--- src/rtl/pagemode_dram_ctrl.sv ---
module pagemode_dram_ctrl #(
  parameter int ROW_W         = 6,
  parameter int COL_W         = 6,
  parameter int DATA_W        = 8,
  parameter int CLK_NS        = 10,
  parameter int RETENTION_NS  = 2_000_000,
  parameter int REFRESH_COUNT = 128,
  parameter int T_PRE         = 2
) (
  input  logic                                           clk,
  input  logic                                           rst_n,
  input  logic                                           req_valid,
  output logic                                           req_ready,
  input  logic                                           req_we,
  input  logic [ROW_W+COL_W-1:0]                         req_addr,
  input  logic [DATA_W-1:0]                              req_wdata,
  output logic                                           rsp_valid,
  output logic [DATA_W-1:0]                              rsp_rdata,
  output logic [((ROW_W > COL_W) ? ROW_W : COL_W)-1:0]   mem_addr,
  output logic                                           mem_ras_n,
  output logic                                           mem_cas_n,
  output logic                                           mem_we_n,
  output logic [DATA_W-1:0]                              mem_dq_out,
  output logic                                           mem_dq_oe,
  input  logic [DATA_W-1:0]                              mem_dq_in
);

  localparam int MUX_W        = (ROW_W > COL_W) ? ROW_W : COL_W;
  localparam int REF_INTERVAL = RETENTION_NS / (CLK_NS * REFRESH_COUNT);
  localparam int RC_W         = $clog2(REF_INTERVAL) + 1;
  localparam int PC_W         = $clog2(T_PRE) + 1;

  typedef enum logic [2:0] {
    S_IDLE, S_PRE, S_RAS, S_COL, S_CAS, S_DONE, S_REF
  } state_t;

  state_t            st;
  logic              open_vld;
  logic [ROW_W-1:0]  open_row;
  logic              job;
  logic              j_we;
  logic [ROW_W-1:0]  j_row;
  logic [COL_W-1:0]  j_col;
  logic [DATA_W-1:0] j_wdata;
  logic [PC_W-1:0]   pre_cnt;
  logic [RC_W-1:0]   ref_tmr;
  logic              ref_pend;
  logic [ROW_W-1:0]  ref_row;
  logic [DATA_W-1:0] rdata;

  wire [ROW_W-1:0] in_row  = req_addr[ROW_W+COL_W-1:COL_W];
  wire             row_hit = open_vld && (in_row == open_row);
  wire             tmr_end = (ref_tmr == RC_W'(REF_INTERVAL - 1));
  wire             pre_end = (pre_cnt == PC_W'(T_PRE - 1));
  wire             col_ph  = (st == S_COL) || (st == S_CAS);

  assign req_ready = (st == S_IDLE) && !ref_pend;

  always_ff @(posedge clk or negedge rst_n) begin
    if (!rst_n) begin
      ref_tmr  <= '0;
      ref_pend <= 1'b0;
    end else begin
      ref_tmr  <= tmr_end ? '0 : ref_tmr + 1'b1;
      ref_pend <= tmr_end || (ref_pend && (st != S_REF));
    end
  end

  always_ff @(posedge clk or negedge rst_n) begin
    if (!rst_n) begin
      st       <= S_IDLE;
      open_vld <= 1'b0;
      open_row <= '0;
      job      <= 1'b0;
      j_we     <= 1'b0;
      j_row    <= '0;
      j_col    <= '0;
      j_wdata  <= '0;
      pre_cnt  <= '0;
      ref_row  <= '0;
      rdata    <= '0;
    end else begin
      case (st)
        S_IDLE: begin
          if (ref_pend) begin
            pre_cnt <= '0;
            if (open_vld) begin
              open_vld <= 1'b0;
              st       <= S_PRE;
            end else begin
              st <= S_REF;
            end
          end else if (req_valid) begin
            job     <= 1'b1;
            j_we    <= req_we;
            j_row   <= in_row;
            j_col   <= req_addr[COL_W-1:0];
            j_wdata <= req_wdata;
            pre_cnt <= '0;
            if (row_hit) begin
              st <= S_COL;
            end else if (open_vld) begin
              open_vld <= 1'b0;
              st       <= S_PRE;
            end else begin
              st <= S_RAS;
            end
          end
        end
        S_PRE: begin
          if (pre_end) begin
            if (job)           st <= S_RAS;
            else if (ref_pend) st <= S_REF;
            else               st <= S_IDLE;
          end else begin
            pre_cnt <= pre_cnt + 1'b1;
          end
        end
        S_RAS: begin
          open_vld <= 1'b1;
          open_row <= j_row;
          st       <= S_COL;
        end
        S_COL: st <= S_CAS;
        S_CAS: begin
          rdata <= mem_dq_in;
          st    <= S_DONE;
        end
        S_DONE: begin
          job <= 1'b0;
          st  <= S_IDLE;
        end
        S_REF: begin
          ref_row <= ref_row + 1'b1;
          pre_cnt <= '0;
          st      <= S_PRE;
        end
        default: st <= S_IDLE;
      endcase
    end
  end

  assign mem_ras_n = !((st == S_RAS) || col_ph || (st == S_DONE) ||
                       (st == S_REF) || ((st == S_IDLE) && open_vld));
  assign mem_cas_n = (st != S_CAS);
  assign mem_addr  = (st == S_RAS) ? MUX_W'(j_row)   :
                     (st == S_REF) ? MUX_W'(ref_row) :
                     ((st == S_IDLE) && open_vld) ? MUX_W'(open_row) :
                     MUX_W'(j_col);
  assign mem_we_n   = !(col_ph && j_we);
  assign mem_dq_oe  = col_ph && j_we;
  assign mem_dq_out = j_wdata;
  assign rsp_valid  = (st == S_DONE);
  assign rsp_rdata  = rdata;

endmodule

--- config.mk ---
export PLATFORM = sky130hd
export DESIGN_NAME = pagemode_dram_ctrl
export DESIGN_NICKNAME = d
export VERILOG_FILES = /design/src/rtl/pagemode_dram_ctrl.sv
export SDC_FILE = /design/constraint.sdc
export NUM_CORES = 1
export LEC_CHECK = 0
export BUFFER_PORTS_ARGS = -buffer_cell sky130_fd_sc_hd__buf_4
export CORE_MARGIN = 4
export CORE_UTILIZATION = 59
export DETAILED_ROUTE_END_ITERATION = 8
export PLACE_DENSITY = 0.85
export SYNTH_ARGS = -nofsm -noshare
export SYNTH_HDL_FRONTEND = slang
export SYNTH_SLANG_ARGS = --single-unit
--- constraint.sdc ---
create_clock -name clk -period 5.2 [get_ports clk]
set_input_delay 0.26 -clock clk [delete_from_list [all_inputs] [get_ports clk]]
set_output_delay 0.26 -clock clk [all_outputs]
set_load 0.005 [all_outputs]
==> impl_metrics.csv <==
group,metric,value,unit
critical_path,cp.depth,5,
yosys,yosys_warnings,0,
cts,clkTransAtPathRegs,0.07,ns
cts,cts_tree,"built",
global_route,grt_max_degree,62,
place,finalWeightedCongestion,0.789,
floorplanning,core,4790,um^2
place,dp_hpwl,4080,um
pwr,combPwrFrac,41.0,%
timing,worstMarginPinSlew,0.798,ns
global_route,grt_pass1_vias,2109,
timing,rsz0062_at_grt,"no",
layout,regArea,1530,um^2
layout,multiInputGateArea,1360,um^2
critical_path,cp_data_arrival_time,2.43,ns
timing,slew-limit-headroom,46.7,%
pwr,power.switching,0.000700,W
routing,wl_per_cell,15.8,um
cts,clk_latency,0.35,ns
place,port_buffers,59,
yosys,synthTopCellsByArea,"dfrtp_1, mux2_4, mux2i_1, mux2_2, xnor2_1",
pwr,power_density,593,nW/um^2
global_route,antenna_found_initial,0,
yosys,syn_inst,235,
timing,period_share,51.8,%
cts,cts_hold_buf,0,
timing,finalHoldViolCount,46,
yosys,avgSynthCellArea,12.6,um^2
layout,layout_commonest_cell,"dfrtp_1",
floorplanning,die_area,6230,um^2
yosys,synth-edff-count,0,
layout,fin_area,3660,um^2
floorplanning,die_x,79.0,um
critical_path,cp_slowest_stage_delay,0.61,ns
timing,slew_viol_final,0,
cts,cts_made_buffers,9,
cts,cts_root_buffer,"clkbuf_8",
critical_path,critical_path_class,"flip-flop to output pin",
layout,diodes,0,
critical_path,start_kind,"flip-flop",
yosys,ys_seq_area_share,51.4,%
yosys,synth_area,2970,um^2
critical_path,crit_required,4.94,ns
flow_run,maxCapViolCount,0,
routing,wl,5830,um
cts,cts_resized,0,
layout,fillers,325,
critical_path,reg2reg_depth,4,
cts,clock_path_buffers,2,
cts,cts_setup_buffers,0,
routing,avgViaCountPerCell,5.36,
global_route,grt_usage,21.1,%
critical_path,crit_family,"simple AND/OR/NAND/NOR gates",
layout,nets,333,
layout,area_delta_synth_final,23.4,%
global_route,grt_pass1_wl,9900,um
routing,antenna_left,0,
pwr,power.internal,0.00147,W
layout,finish.utilization,76.6,%
layout,drive_above_1_share,39.7,%
critical_path,cp_slowest_cell,"dfrtp_1",
floorplanning,start_util,62.1,%
yosys,synth_cell_types,37,
pwr,peakVddDrop,328,uV
pwr,total_leakage_power,1.71,nW
cts,htreeDepth,3,
pwr,power.share.sequential,37.6,%
yosys,synth_top_area_share,51.4,%
outcome,outcome,"finished, violations left",
routing,first_pass_iters,4,
floorplanning,rows,25,
yosys,synth_seq_cells,61,
pwr,swShare,32.2,%
timing,whs,-0.0216,ns
global_route,overflow,0,
floorplanning,boundaryPins,60,
floorplanning,chipHeight,79.0,um
critical_path,crit_fanout,17,
global_route,grt_util_met2,34.1,%
global_route,grt.met3_usage,4.88,%
outcome,violations,"hold timing",
routing,first_iter_violations,93,
pwr,clkPwrFrac,21.4,%
layout,mostFrequentLayoutCells,"dfrtp_1, buf_4, mux2_4, mux2i_1, nor2_1",
yosys,ys_async_sr_fraction,100,%
timing,fmax,0.371,GHz
critical_path,path_buf_inv,1,
routing,drc_errors,0,
place,place_area,3440,um^2
yosys,syn_nets,271,
critical_path,cp_cell_sequence,"or3_4 > nor2_2 > mux2i_1 > mux2i_1 > buf_4",
hold_path,hold_class,"input port to async pin",
timing,setup_tns,0,ns
global_route,busiest_layer,"met2",
yosys,synth-main-ff-cell,"dfrtp_1",
global_route,grt_util_met1,26.1,%
timing,setup_viol,0,
cts,clock-sinks,61,
timing,finalCriticalPeriod,2.69,ns
critical_path,crit_path_end_kind,"output pin",
yosys,synth_top_area_cell,"dfrtp_1",
critical_path,path_common_cell,"mux2i_1",
routing,vias,1979,
timing,clock-skew-final,0.0132,ns
## cells by family after synthesis
| family | synth area share [%] |
|---|---|
| buffers and inverters | 2.78 |
| flip-flops | 51.4 |
| adder cells (fa/ha/maj) | 1.68 |
| AO/OA/AOI/OAI | 4.84 |
| AND/OR/NAND/NOR | 11.2 |
| multiplexers | 22.2 |
| XOR/XNOR | 5.90 |
## metrics by stage
stage	cells	total power (W)	setup WS [ns]
after floorplan	235	0.00139	3.52
after global placement	353	0.00169	2.99
after detailed placement	353	0.00172	2.93
after CTS	369	0.00219	2.48
after global routing	369	0.00231	2.37
final	369	0.00217	2.51
## routing by layer
metal,vias up,part of all wire (%)
li1,937,-
met1,973,43
met2,61,50
met3,8,6.3
met4,0,1.6
met5,-,0
## worst reg2reg max path, cell delays in order, from the launching register on
cell and delay, ns:
dfrtp_1 0.61, or3_4 0.47, nor2_4 0.13, nand2_2 0.43, mux2_4 0.47
## synthesized netlist by cell type (all sizes together) (3+ instances only)
cell type   n
dfrtp      61
xor2        6
nor2       20
inv         7
nor3        3
a21o        5
or3         3
ha          4
nor2b       5
nor4        3
mux2       36
xnor2      14
mux2i      18
o21ai       6
buf         6
nand3       7
nand2      11
a21oi       5
## state kept, by name, indices dropped and copies added, names as in the netlist
name	count
j_col	6
j_row	6
j_we	1
job	1
mem_dq_out	8
open_row	6
open_vld	1
pre_cnt	2
ref_pend	1
ref_row	6
ref_tmr	12
rsp_rdata	8
st	3
## final timing paths
| kind | start | end | slack [ns] |
|---|---|---|---|
| setup / recovery | st[2] | mem_addr[4] | 2.51 |
| hold / removal | rst_n | j_col[1] | -0.02 |
| hold reg to reg | ref_row[5] | ref_row[5] | 0.49 |
| setup reg to reg | st[2] | j_row[1] | 2.97 |
| max in group asynchronous | rst_n | ref_tmr[4] | 4.73 |
| min in group clk | req_wdata[5] | mem_dq_out[5] | 0.14 |
## cell type report
class	count	area share [%]
Multi-Input combinational cell	159	37.1
Inverter	7	0.717
Clock inverter	7	2.73
Tap cell	67	2.29
Clock buffer	9	3.38
Sequential cell	61	41.7
Timing Repair Buffer	59	12.1
## power groups by stage
stage | clock [W] | sequential [W] | combinational [W]
final | 0.000466 | 0.000817 | 0.000891
after global routing | 0.000494 | 0.000847 | 0.000972
after CTS | 0.000474 | 0.000813 | 0.000906
after global placement | 0 | 0.000811 | 0.000876
after floorplan | 0 | 0.000758 | 0.000633
after detailed placement | 0 | 0.000818 | 0.000899
No activity file was read; power rests on OpenSTA's default activity.
